[config.mk]
export PLATFORM = sky130hd
export DESIGN_NAME = aud_serial_rx
export DESIGN_NICKNAME = d
export VERILOG_FILES = /design/src/rtl/aud_serial_rx.sv
export SDC_FILE = /design/constraint.sdc
export NUM_CORES = 1
export LEC_CHECK = 0
export BUFFER_PORTS_ARGS = -buffer_cell sky130_fd_sc_hd__buf_4
export CAP_MARGIN = 10
export CORE_MARGIN = 1
export CORE_UTILIZATION = 55
export CTS_BUF_LIST = sky130_fd_sc_hd__clkbuf_16
export CTS_CLUSTER_DIAMETER = 40
export CTS_CLUSTER_SIZE = 12
export DETAILED_ROUTE_END_ITERATION = 7
export GPL_TIMING_DRIVEN = 0
export PLACE_DENSITY = 0.75
export SYNTH_ARGS = -nofsm -noshare
export SYNTH_HDL_FRONTEND = slang
export SYNTH_SLANG_ARGS = --single-unit
[constraint.sdc]
create_clock -name clk -period 4.25 [get_ports clk]
set_clock_uncertainty 0.2 [all_clocks]
set_input_delay 1.0625 -clock clk [delete_from_list [all_inputs] [get_ports clk]]
set_output_delay 1.0625 -clock clk [all_outputs]
set_load 0.02 [all_outputs]
[src/rtl/aud_serial_rx.sv]
module aud_serial_rx #(
  parameter int SYNC_STAGES = 2
) (
  input  logic        clk,
  input  logic        rst_n,
  input  logic [1:0]  mode_sel,
  input  logic        bclk,
  input  logic        lrclk,
  input  logic        sdata,
  output logic [23:0] left_o,
  output logic [23:0] right_o,
  output logic        valid_o
);

  localparam int OUT_W = 24;
  localparam int CNT_W = $clog2(OUT_W + 1);

  logic [SYNC_STAGES-1:0] bclk_sr, lr_sr, sd_sr;
  logic bclk_d, lr_prev, started, left_ok;
  logic [OUT_W-1:0] shift_q, acc_q, left_hold;
  logic [CNT_W-1:0] cnt_q, len;

  always_ff @(posedge clk) begin
    if (!rst_n) begin
      bclk_sr <= '0;
      lr_sr   <= '0;
      sd_sr   <= '0;
      bclk_d  <= 1'b0;
    end else begin
      bclk_sr <= {bclk_sr[SYNC_STAGES-2:0], bclk};
      lr_sr   <= {lr_sr[SYNC_STAGES-2:0], lrclk};
      sd_sr   <= {sd_sr[SYNC_STAGES-2:0], sdata};
      bclk_d  <= bclk_sr[SYNC_STAGES-1];
    end
  end

  wire bclk_s = bclk_sr[SYNC_STAGES-1];
  wire lr_s   = lr_sr[SYNC_STAGES-1];
  wire sd_s   = sd_sr[SYNC_STAGES-1];
  wire rise   = bclk_s & ~bclk_d;
  wire toggle = lr_s ^ lr_prev;

  always_comb begin
    case (mode_sel)
      2'b00:   len = CNT_W'(24);
      2'b01:   len = CNT_W'(20);
      2'b10:   len = CNT_W'(16);
      default: len = CNT_W'(24);
    endcase
  end

  wire [OUT_W-1:0] pos_mask = {1'b1, {(OUT_W-1){1'b0}}} >> cnt_q;
  wire             room     = cnt_q < len;
  wire [OUT_W-1:0] bit_in   = (sd_s && room) ? pos_mask : '0;
  wire [OUT_W-1:0] rj_word  = mode_sel[0] ? {shift_q[19:0], 4'b0} : shift_q;
  wire [OUT_W-1:0] i2s_word = acc_q | bit_in;
  wire [OUT_W-1:0] word     = mode_sel[1] ? i2s_word : rj_word;

  always_ff @(posedge clk) begin
    if (!rst_n) begin
      lr_prev   <= 1'b0;
      started   <= 1'b0;
      left_ok   <= 1'b0;
      shift_q   <= '0;
      acc_q     <= '0;
      cnt_q     <= '0;
      left_hold <= '0;
      left_o    <= '0;
      right_o   <= '0;
      valid_o   <= 1'b0;
    end else begin
      valid_o <= 1'b0;
      if (rise) begin
        lr_prev <= lr_s;
        shift_q <= {shift_q[OUT_W-2:0], sd_s};
        if (toggle) begin
          started <= 1'b1;
          acc_q   <= '0;
          cnt_q   <= '0;
          if (started) begin
            if (!lr_prev) begin
              left_hold <= word;
              left_ok   <= 1'b1;
            end else begin
              left_ok <= 1'b0;
              if (left_ok) begin
                left_o  <= left_hold;
                right_o <= word;
                valid_o <= 1'b1;
              end
            end
          end
        end else if (room) begin
          acc_q <= acc_q | bit_in;
          cnt_q <= cnt_q + 1'b1;
        end
      end
    end
  end

  p_valid_pulse_r6: assert property (@(posedge clk) disable iff (!rst_n)
    valid_o |=> !valid_o);

  p_left_hold_r8: assert property (@(posedge clk) disable iff (!rst_n)
    !$stable(left_o) |-> valid_o);

  p_right_hold_r8: assert property (@(posedge clk) disable iff (!rst_n)
    !$stable(right_o) |-> valid_o);

  p_rj20_pad_r3: assert property (@(posedge clk) disable iff (!rst_n)
    (valid_o && mode_sel == 2'b01) |-> (left_o[3:0] == 4'h0 && right_o[3:0] == 4'h0));

  p_i2s16_pad_r4: assert property (@(posedge clk) disable iff (!rst_n)
    (valid_o && mode_sel == 2'b10) |-> (left_o[7:0] == 8'h0 && right_o[7:0] == 8'h0));

endmodule

==> reports/results.ini <==
[status]
status = finished, final reports clean

[floorplanning]
design.core.area_um2 = 9770
rows = 36
start_util_pct = 57.0
die_w_um = 103
dieArea_um2 = 10500
ios = 56
die_h_um = 103

[setup_path]
reg2reg_from = cnt_q[2]$_SDFFE_PN0P_
path_class = input port to flop
r2r_slack_ps = 2110
cp_max_fo = 10
r2r_end = left_hold[4]$_SDFFE_PN0P_
cp_top_family = compound AO/OA/AOI/OAI gates
critPathBufInv = 5
cp_common_cell = buf_2
path_depth = 11
path_cells = buf_2 -> inv_1 -> buf_2 -> buf_2 -> ha_1 -> inv_1 -> ha_1 -> nand4bb_2 -> a211oi_4 -> a221oi_1 -> a21oi_1
cp.arrival_ps = 3500
critical_path.max_stage_delay_ps = 460
slowest_stage = a211oi_4
worst_setup_path_start_kind = input port
worst_ep_required_time_ps = 4400
r2r_cells = 5
end_kind = flop

[timing]
hold_viol_final = 0
finalCriticalPeriod_ps = 3350
grt_setup_unrepaired = no
fmax_mhz = 299
setup_viol_count_final = 0
max_slew_margin_pct = 54.8
final_max_slew_viol_count = 0
fin_setup_tns_ps = 0
timing.final.crit_share_pct = 78.8
worst_pin_slew_ps = 678

[grt]
antenna_found_initial = 0
track_usage_pct = 29.5
grt_pass1_wl_um = 22800
overflow = 0
grt_max_degree = 17
grt_pass1_vias = 4444

[routing]
detail_route.first_pass.iterations = 5
wl_um = 14400
wl_per_cell_um = 16.8
drt_iter0_markers = 288
viasPerCell = 5.59
ant_nets = 0
vias = 4798
drc = 0

[synth]
ys_seq_elements = 136
yosys.cell_types.count = 42
yosysWarnings = 0
synth_area_leader_cell = dfxtp_1
synth_top_area_share_pct = 48.9
syn_nets = 655
ys_seq_area_share_pct = 48.9
ys_top_cells_by_count = 138 x nand2_1, 136 x dfxtp_1, 71 x a21boi_0
netlist_instances = 640
synth.avg_cell_area_um2 = 8.71
ys_async_sr_fraction_pct = 0
synth-edff-count = 0
synth_area_um2 = 5570
synth_ff_type = dfxtp_1
synth.most_common_cell = nand2_1
synthTopCellsByArea = dfxtp_1 49%, a21boi_0 9.6%, nand2_1 9.3%

[min_path]
min_path_type = flop to flop
hold_path_startpoint = lr_sr[0]$_SDFF_PN0_
min_path_cells = 1
hold_end = lr_sr[1]$_SDFF_PN0_

[cells_and_area]
synthToLayoutAreaGrowth_pct = 20.4
drive_above_1_share_pct = 15.7
antenna_cells = 0
nFillCells = 820
final_cell_count_no_fill = 858
nets = 728

[clock_tree]
insertion_delay_ps = 420
post_cts.repair.setup_buffers = 0
clock_sinks = 136
cts-root-buf = clkbuf_16
cts_tree = done
cts_resized = 0
clk_transition_reported_paths_ps = 60
holdBufCountCts = 0
cts_buffer_depth = 2
cts_inserted_buffers = 17
cts-htree-levels = 4

[place]
gp_congestion = 0.893
port_buffers = 54
place_inst = 827
place.detailed.hpwl_um = 10300

[power_and_ir_drop]
power.leakage_nw = 2.58
combPwrFrac_pct = 3.6
seq_power_share_pct = 45.6
peakVddDrop_v = 0.000269
p_int_mw = 2.21
p_per_area_nw_per_um2 = 419
power.switching_mw = 0.597
p_sw_share_pct = 21.2
p_clk_share_pct = 50.8

[run]
maxCapViolCount = 0

-- flip-flops by register name (all words and copies together), names as in the netlist --
name	cells
bclk_d	1
lr_prev	1
left_o	24
left_ok	1
sd_sr	2
shift_q	24
started	1
right_o	24
left_hold	24
cnt_q	5
lr_sr	2
valid_o	1
bclk_sr	2
acc_q	24
-- power by group through the flow --
stage | logic, mW | clock network [mW] | registers [mW]
2_1_floorplan | 0.0689 | 0 | 1.31
3_3_place_gp | 0.0964 | 0 | 1.31
3_5_place_dp | 0.0982 | 0 | 1.31
4_1_cts | 0.0991 | 1.43 | 1.28
5_1_grt | 0.108 | 1.50 | 1.28
6_report | 0.101 | 1.43 | 1.28
-- stage by stage --
stage / setup WS (ps) / utilization [%] / total power, mW / area [um2] / hold slack, ps
detailed placement: 563 / 62.9 / 1.41 / 6140 / 227
floorplan: 951 / - / 1.38 / 5570 / 212
finish: 902 / 68.7 / 2.81 / 6710 / 237
global placement: 652 / 62.9 / 1.41 / 6140 / 214
CTS: 941 / 68.7 / 2.81 / 6710 / 236
global route: 733 / 68.7 / 2.89 / 6710 / 244
-- kinds of logic after synthesis --
| kind of cell | Yosys count | synth area share (%) |
|---|---|---|
| fa+ha+maj | 8 | 1.80 |
| xor+xnor | 3 | 0.472 |
| flops | 136 | 48.9 |
| mux | 25 | 4.58 |
| buf+inv | 56 | 4.31 |
| simple gates | 240 | 19.1 |
| compound gates | 172 | 20.9 |
-- layout by cell type, fill, tap and decap left out, types with 3 or more instances in the layout --
cell type,instances
nor2b_1,5
nor3b_1,4
ha_1,8
o21ai_0,26
buf_4,54
and2_1,13
a21oi_1,40
mux2i_1,21
nand3_1,34
a21boi_0,71
dfxtp_1,136
a221oi_1,7
nor2_1,32
a31oi_1,5
bufinv_16,3
nand2_1,138
inv_1,9
buf_2,24
a211o_1,10
buf_1,4
clkinv_1,5
clkbuf_1,21
clkbuf_16,17
mux2_2,4
-- final cells by class --
cell class	count	area [um2]	share of cell area, %
well taps	133	166	2.48
multi-input cells	448	2610	38.9
inverters	7	26.3	0.392
repair buffers	54	405	6.04
plain buffers	49	214	3.19
clock buffers	17	425	6.34
flip-flops and latches	136	2720	40.6
clock inverters	14	141	2.11
-- routing by layer --
layer | wire, um | global-route usage [%] | vias to the layer above
li1 | - | - | 2333
met2 | 6930 | 47.3 | 177
met4 | 488 | 14.1 | 0
met5 | 0 | 0 | -
met1 | 6050 | 36.3 | 2240
met3 | 978 | 8.61 | 48
-- how the worst max path moves through the flow --
stage	from	end	slack, ps
2_1_floorplan	mode_sel[1]	left_hold[2]$_SDFFE_PN0P_	950
3_3_place_gp	mode_sel[1]	right_o[7]$_SDFFE_PN0P_	650
3_5_place_dp	mode_sel[1]	left_hold[4]$_SDFFE_PN0P_	560
4_1_cts	mode_sel[1]	right_o[3]$_SDFFE_PN0P_	940
5_1_grt	mode_sel[1]	right_o[3]$_SDFFE_PN0P_	730
6_report	mode_sel[1]	right_o[3]$_SDFFE_PN0P_	900
No activity file was read; power rests on OpenSTA's default activity.
